**config.mk**
```make
export PLATFORM = sky130hd
export DESIGN_NAME = hbridge_ctrl
export DESIGN_NICKNAME = d
export VERILOG_FILES = /design/src/rtl/hbridge_pkg.sv /design/src/rtl/hbridge_fault_ctrl.sv /design/src/rtl/hbridge_leg.sv /design/src/rtl/hbridge_datapath.sv /design/src/rtl/hbridge_ctrl.sv
export SDC_FILE = /design/constraint.sdc
export NUM_CORES = 1
export LEC_CHECK = 0
export BUFFER_PORTS_ARGS = -buffer_cell sky130_fd_sc_hd__buf_2
export CAP_MARGIN = 10
export CORE_AREA = 5 5 46 48
export CTS_CLUSTER_SIZE = 40
export DETAILED_ROUTE_END_ITERATION = 12
export DIE_AREA = 0 0 51 53
export GPL_ROUTABILITY_DRIVEN = 1
export PLACE_DENSITY = 0.78
export SLEW_MARGIN = 20
export SYNTH_ARGS = -nofsm -noshare
export SYNTH_HDL_FRONTEND = slang
export SYNTH_SLANG_ARGS = --single-unit
```
**constraint.sdc**
```tcl
create_clock -name clk -period 2.2 [get_ports clk]
set_input_delay 0.44 -clock clk [delete_from_list [all_inputs] [get_ports clk]]
set_output_delay 0.44 -clock clk [all_outputs]
set_load 0.02 [all_outputs]
```
**src/rtl/hbridge_pkg.sv**
```systemverilog
package hbridge_pkg;
  typedef enum logic [1:0] {
    LEG_OFF  = 2'd0,
    LEG_HIGH = 2'd1,
    LEG_LOW  = 2'd2
  } legState_e;

  typedef struct packed {
    logic driveOk;
    logic flagLow;
    logic sleep;
  } ctrlStrobe_t;
endpackage

```
**src/rtl/hbridge_fault_ctrl.sv**
```systemverilog
module hbridge_fault_ctrl
  import hbridge_pkg::*;
(
  input  logic        clk,
  input  logic        rstN,
  input  logic        enIn,
  input  logic        disIn,
  input  logic        uvFault,
  input  logic        otFault,
  input  logic        otCool,
  input  logic        scFault,
  input  logic        climReq,
  output ctrlStrobe_t strobe
);
  logic enPrev, disPrev;
  logic scLatch, otLatch;
  logic scNext, otNext;
  logic clrByEn, clrByDis;

  always_comb begin
    clrByEn  = enIn && !enPrev;
    clrByDis = !disIn && disPrev;
  end

  // set wins over clear; faults are only sensed while enabled
  always_comb begin
    if (enIn && scFault)          scNext = 1'b1;
    else if (clrByEn || clrByDis) scNext = 1'b0;
    else                          scNext = scLatch;

    if (enIn && otFault)          otNext = 1'b1;
    else if (clrByEn)             otNext = 1'b0;
    else if (clrByDis && otCool)  otNext = 1'b0;
    else                          otNext = otLatch;
  end

  always_ff @(posedge clk or negedge rstN) begin
    if (!rstN) begin
      enPrev  <= 1'b0;
      disPrev <= 1'b0;
      scLatch <= 1'b0;
      otLatch <= 1'b0;
    end else begin
      enPrev  <= enIn;
      disPrev <= disIn;
      scLatch <= scNext;
      otLatch <= otNext;
    end
  end

  always_comb begin
    strobe.sleep   = !enIn;
    strobe.flagLow = enIn && (disIn || uvFault || scNext || otNext);
    strobe.driveOk = enIn && !disIn && !uvFault && !climReq && !scNext && !otNext;
  end
endmodule

```
**src/rtl/hbridge_leg.sv**
```systemverilog
module hbridge_leg
  import hbridge_pkg::*;
#(
  parameter int DEAD_CYC = 3
) (
  input  logic clk,
  input  logic rstN,
  input  logic driveOk,
  input  logic polarity,
  output logic hiOn,
  output logic loOn
);
  localparam int CW = $clog2(DEAD_CYC + 2);

  legState_e      state, target;
  logic [CW-1:0]  deadCnt;

  always_comb begin
    if (!driveOk)      target = LEG_OFF;
    else if (polarity) target = LEG_HIGH;
    else               target = LEG_LOW;
  end

  always_ff @(posedge clk or negedge rstN) begin
    if (!rstN) begin
      state   <= LEG_OFF;
      deadCnt <= '0;
    end else begin
      case (state)
        LEG_OFF: begin
          if (deadCnt != '0)          deadCnt <= deadCnt - 1'b1;
          else if (target != LEG_OFF) state   <= target;
        end
        default: begin
          if (target != state) begin
            state   <= LEG_OFF;
            deadCnt <= CW'(DEAD_CYC);
          end
        end
      endcase
    end
  end

  assign hiOn = (state == LEG_HIGH);
  assign loOn = (state == LEG_LOW);
endmodule

```
**src/rtl/hbridge_datapath.sv**
```systemverilog
module hbridge_datapath
  import hbridge_pkg::*;
#(
  parameter int LEGS     = 2,
  parameter int DEAD_CYC = 3
) (
  input  logic            clk,
  input  logic            rstN,
  input  ctrlStrobe_t     strobe,
  input  logic [LEGS-1:0] polIn,
  output logic [LEGS-1:0] hiOn,
  output logic [LEGS-1:0] loOn,
  output logic            statusN,
  output logic            sleepOut
);
  for (genvar g = 0; g < LEGS; g++) begin : g_leg
    hbridge_leg #(.DEAD_CYC(DEAD_CYC)) u_leg (
      .clk      (clk),
      .rstN     (rstN),
      .driveOk  (strobe.driveOk),
      .polarity (polIn[g]),
      .hiOn     (hiOn[g]),
      .loOn     (loOn[g])
    );
  end

  always_ff @(posedge clk or negedge rstN) begin
    if (!rstN) begin
      statusN  <= 1'b1;
      sleepOut <= 1'b1;
    end else begin
      statusN  <= !strobe.flagLow;
      sleepOut <= strobe.sleep;
    end
  end
endmodule

```
**src/rtl/hbridge_ctrl.sv**
```systemverilog
module hbridge_ctrl
  import hbridge_pkg::*;
#(
  parameter int LEGS     = 2,
  parameter int DEAD_CYC = 3
) (
  input  logic            clk,
  input  logic            rstN,
  input  logic            enIn,
  input  logic            disIn,
  input  logic [LEGS-1:0] polIn,
  input  logic            uvFault,
  input  logic            otFault,
  input  logic            otCool,
  input  logic            scFault,
  input  logic            climReq,
  output logic [LEGS-1:0] hiOn,
  output logic [LEGS-1:0] loOn,
  output logic            statusN,
  output logic            sleepOut
);
  ctrlStrobe_t strobe;

  hbridge_fault_ctrl u_ctrl (
    .clk     (clk),
    .rstN    (rstN),
    .enIn    (enIn),
    .disIn   (disIn),
    .uvFault (uvFault),
    .otFault (otFault),
    .otCool  (otCool),
    .scFault (scFault),
    .climReq (climReq),
    .strobe  (strobe)
  );

  hbridge_datapath #(.LEGS(LEGS), .DEAD_CYC(DEAD_CYC)) u_dp (
    .clk      (clk),
    .rstN     (rstN),
    .strobe   (strobe),
    .polIn    (polIn),
    .hiOn     (hiOn),
    .loOn     (loOn),
    .statusN  (statusN),
    .sleepOut (sleepOut)
  );
endmodule

```
==> impl_results.md <==
* Layout Skew at 0.00692 ns
* Wire length per cell at 12.3 um
* Number of clock sinks at 16
* Startpoint types: input pin
* Routed Antenna Nets at 0
* Fillers at 147
* Crit share post-route at 0.810
* R2R Path End: u_dp.g_leg[1].u_leg.deadCnt[0]$_DFFE_PN0P_
* Syn nets at 101
* Net Sw Frac at 0.339
* Io pins at 17
* Initial Util at 0.538
* Cts bufs inserted at 3
* First-pass GRT wire length at 2640 um
* Reg clk slew, reported paths at 0.09 ns
* Core area at 0.00167 sq mm
* CP Class: in -> reg
* RD Place Congestion at 0.849
* Distinct cell type count after synthesis at 36
* Mean post-synth cell area at 10.4 sq um
* Area grow syn2layout at 10.4%
* Worst EP required at 2.36 ns
* Max clock buf depth at 2
* Leakage at 0.562 nW
* EDFF count, synth at 0
* Sw power at 0.000312 W
* Setup slack, reg-to-reg at 0.67 ns
* Overall routing resource usage at 0.130
* PortBufs at 16
* Initial antenna violation count at 0
* Worst skew pair latency at 0.28 ns
* Top_reg_cell synth: dfrtp_1
* Setup repair bufs after CTS at 0
* Final setup viols at 0
* Arr. time, crit path at 1.95 ns
* Clk pwr share at 0.170
* Combinational Power Share at 0.388
* Warnings, synthesis at 0
* Max Freq at 561 MHz
* CTS tree: done
* Fraction of registers with async set/reset at 1.00
* Tot Pwr at 0.000918 W
* Slew headroom at 0.769
* N_diodes at 0
* Area after DPL at 966 sq um
* PD cells at 925 mW/mm^2
* Site Rows at 15
* Ratio of cells with drive above 1 in the final layout at 0.304
* Routed WL at 1470 um
* Root Buffer: clkbuf_4
* Vias at 656
* Setup TNS Final at 0 ns
* Reg power frac at 0.442
* Vias in the first global route at 652
* Largest net degree at the start of global routing at 17
* Final Slew Violations at 0
* Sequential area share after synthesis at 0.448
* CP Max Fanout at 10
* Synthesized instance count at 86
* Max-cap check violation count at 0
* Total Die Area at 0.00270 sq mm
* R2R depth at 7
* Die X at 51 um
* Worst Hold Class: in -> async
* Peak supply drop at 553 uV
* Nets at 118
* RSZ-0062 raised after global routing: no
* Design area at 992 sq um
* Die Ht at 53 um
* Status: finished clean
* Pre-Repair DR Iteration Count at 4
* Final count of hold timing violations at 0
* Critical path endpoint category: flop
* Post-layout minimum cycle time at 1.78 ns
* Iter 0 DRT Violations at 16
* H-tree level count at 1
* Post-CTS Hold Fix Bufs at 0
* Worst Max-Slew Pin Slew at 0.346 ns
* R2r startpoint: u_dp.g_leg[1].u_leg.deadCnt[0]$_DFFE_PN0P_
* Congestion Overflow GR at 0
* DRC at 0
* PostCTS Resize Cnt at 0
* Vias per inst at 5.51
* Cell-internal power at 0.000606 W
* Yosys reg bits at 16
* Post-DP HPWL at 1180 um
* Cell area after synthesis at 898 sq um
==> logic make-up (layout without fill, tap and decap cells) <==
family | count (synthesis) | count (layout) | synth area share
and+or+nand+nor | 34 | 34 | 0.213
AOI/OAI and AO/OA | 21 | 21 | 0.212
DFF | 16 | 16 | 0.448
buffers and inverters | 11 | 27 | 0.0710
adders and majority gates | 4 | 4 | 0.0557
==> registers in the layout, summed over array words and instances, names as in the netlist <==
register and cells:
u_dp.statusN 1, u_ctrl.enPrev 1, u_dp.g_leg.u_leg.state 4, u_ctrl.otLatch 1, u_dp.g_leg.u_leg.deadCnt 6, u_dp.sleepOut 1, u_ctrl.disPrev 1, u_ctrl.scLatch 1
==> placed cells by master, fill, tap and decap left out, drive strengths merged <==
cell type	count
a21o	2
a21oi	3
a22o	1
a2bb2oi	1
a31oi	1
a41oi	1
and2	1
and3	1
buf	17
clkbuf	4
dfrtp	14
dfstp	2
ha	4
inv	6
nand2	4
nand2b	2
nand3	1
nand4	2
nor2	7
nor2b	9
nor3	2
nor3b	1
o211a	5
o21a	2
o21ai	2
o221ai	1
o31a	1
o41ai	1
or2	1
or2b	1
or3	1
or4	1
==> power by group through the flow <==
stage,Clock (W),Sequential [W],Combinational (W)
after floorplan,0,0.000405,0.000287
after global placement,0,0.000408,0.000343
after detailed placement,0,0.000411,0.000358
after CTS,0.000161,0.000406,0.000360
after global routing,0.000172,0.000419,0.000414
final,0.000156,0.000405,0.000356
==> cells in the mapped netlist (2+ instances only) <==
cell type	instances	area, sq um
inv_1	6	22.5
nand2b_1	2	12.5
nand4_1	2	12.5
dfstp_2	2	52.6
nor2b_1	9	56.3
nand2_1	4	15.0
dfrtp_1	14	350
ha_1	4	50.1
a21oi_2	2	17.5
buf_4	4	30.0
o21a_1	2	15.0
nor2_1	7	26.3
o211a_1	5	50.1
==> worst max path at each step <==
| stage | startpoint | end | slack [ns] | depth (start not counted) |
|---|---|---|---|---|
| final | otFault | u_dp.g_leg[1].u_leg.deadCnt[1]$_DFFE_PN0P_ | 0.42 | 7 |
| after global routing | otFault | u_dp.g_leg[1].u_leg.deadCnt[1]$_DFFE_PN0P_ | 0.35 | 7 |
| after CTS | otFault | u_dp.g_leg[1].u_leg.deadCnt[1]$_DFFE_PN0P_ | 0.42 | 7 |
| after detailed placement | otFault | u_dp.g_leg[1].u_leg.deadCnt[1]$_DFFE_PN0P_ | 0.12 | 7 |
| after global placement | otFault | u_dp.g_leg[1].u_leg.deadCnt[1]$_DFFE_PN0P_ | 0.13 | 7 |
| after floorplan | otFault | u_dp.g_leg[1].u_leg.deadCnt[1]$_DFFE_PN0P_ | 0.29 | 6 |
==> metrics by stage <==
stage                util  setup WS (ns)  hold slack, ns  instances
finish              0.594          0.419          0.0505        119
global route        0.594          0.354          0.0640        119
detailed placement  0.578          0.116           0.365        115
global placement    0.578          0.134           0.368        115
floorplan               -          0.292           0.144         86
CTS                 0.594          0.424          0.0582        119
==> routing by layer <==
| metal | track usage | up-vias | wire length [um] | part of all wire |
|---|---|---|---|---|
| met1 | 0.164 | 305 | 692 | 0.47 |
| li1 | - | 332 | - | - |
| met4 | 0.0538 | 0 | 11 | 0.0075 |
| met3 | 0.0310 | 2 | 107 | 0.073 |
| met5 | 0 | - | 0 | 0 |
| met2 | 0.212 | 17 | 657 | 0.45 |
==> area by class of cell <==
| cell class | instances | area [sq um] | share of cell area |
|---|---|---|---|
| sequential | 16 | 403 | 0.406 |
| tap | 17 | 21.3 | 0.0214 |
| timing repair buffer | 17 | 87.6 | 0.0883 |
| multi-input combinational | 59 | 432 | 0.435 |
| clock buffer | 4 | 26.3 | 0.0265 |
| inverter | 6 | 22.5 | 0.0227 |
==> critical path, cell delays in order <==
cell      delay (ns)
buf_2           0.10
or4_1           0.49
or3_1           0.32
nor3_2          0.13
buf_4           0.21
o21a_1          0.16
o221ai_2        0.09
(Power assumes the default switching activity.)
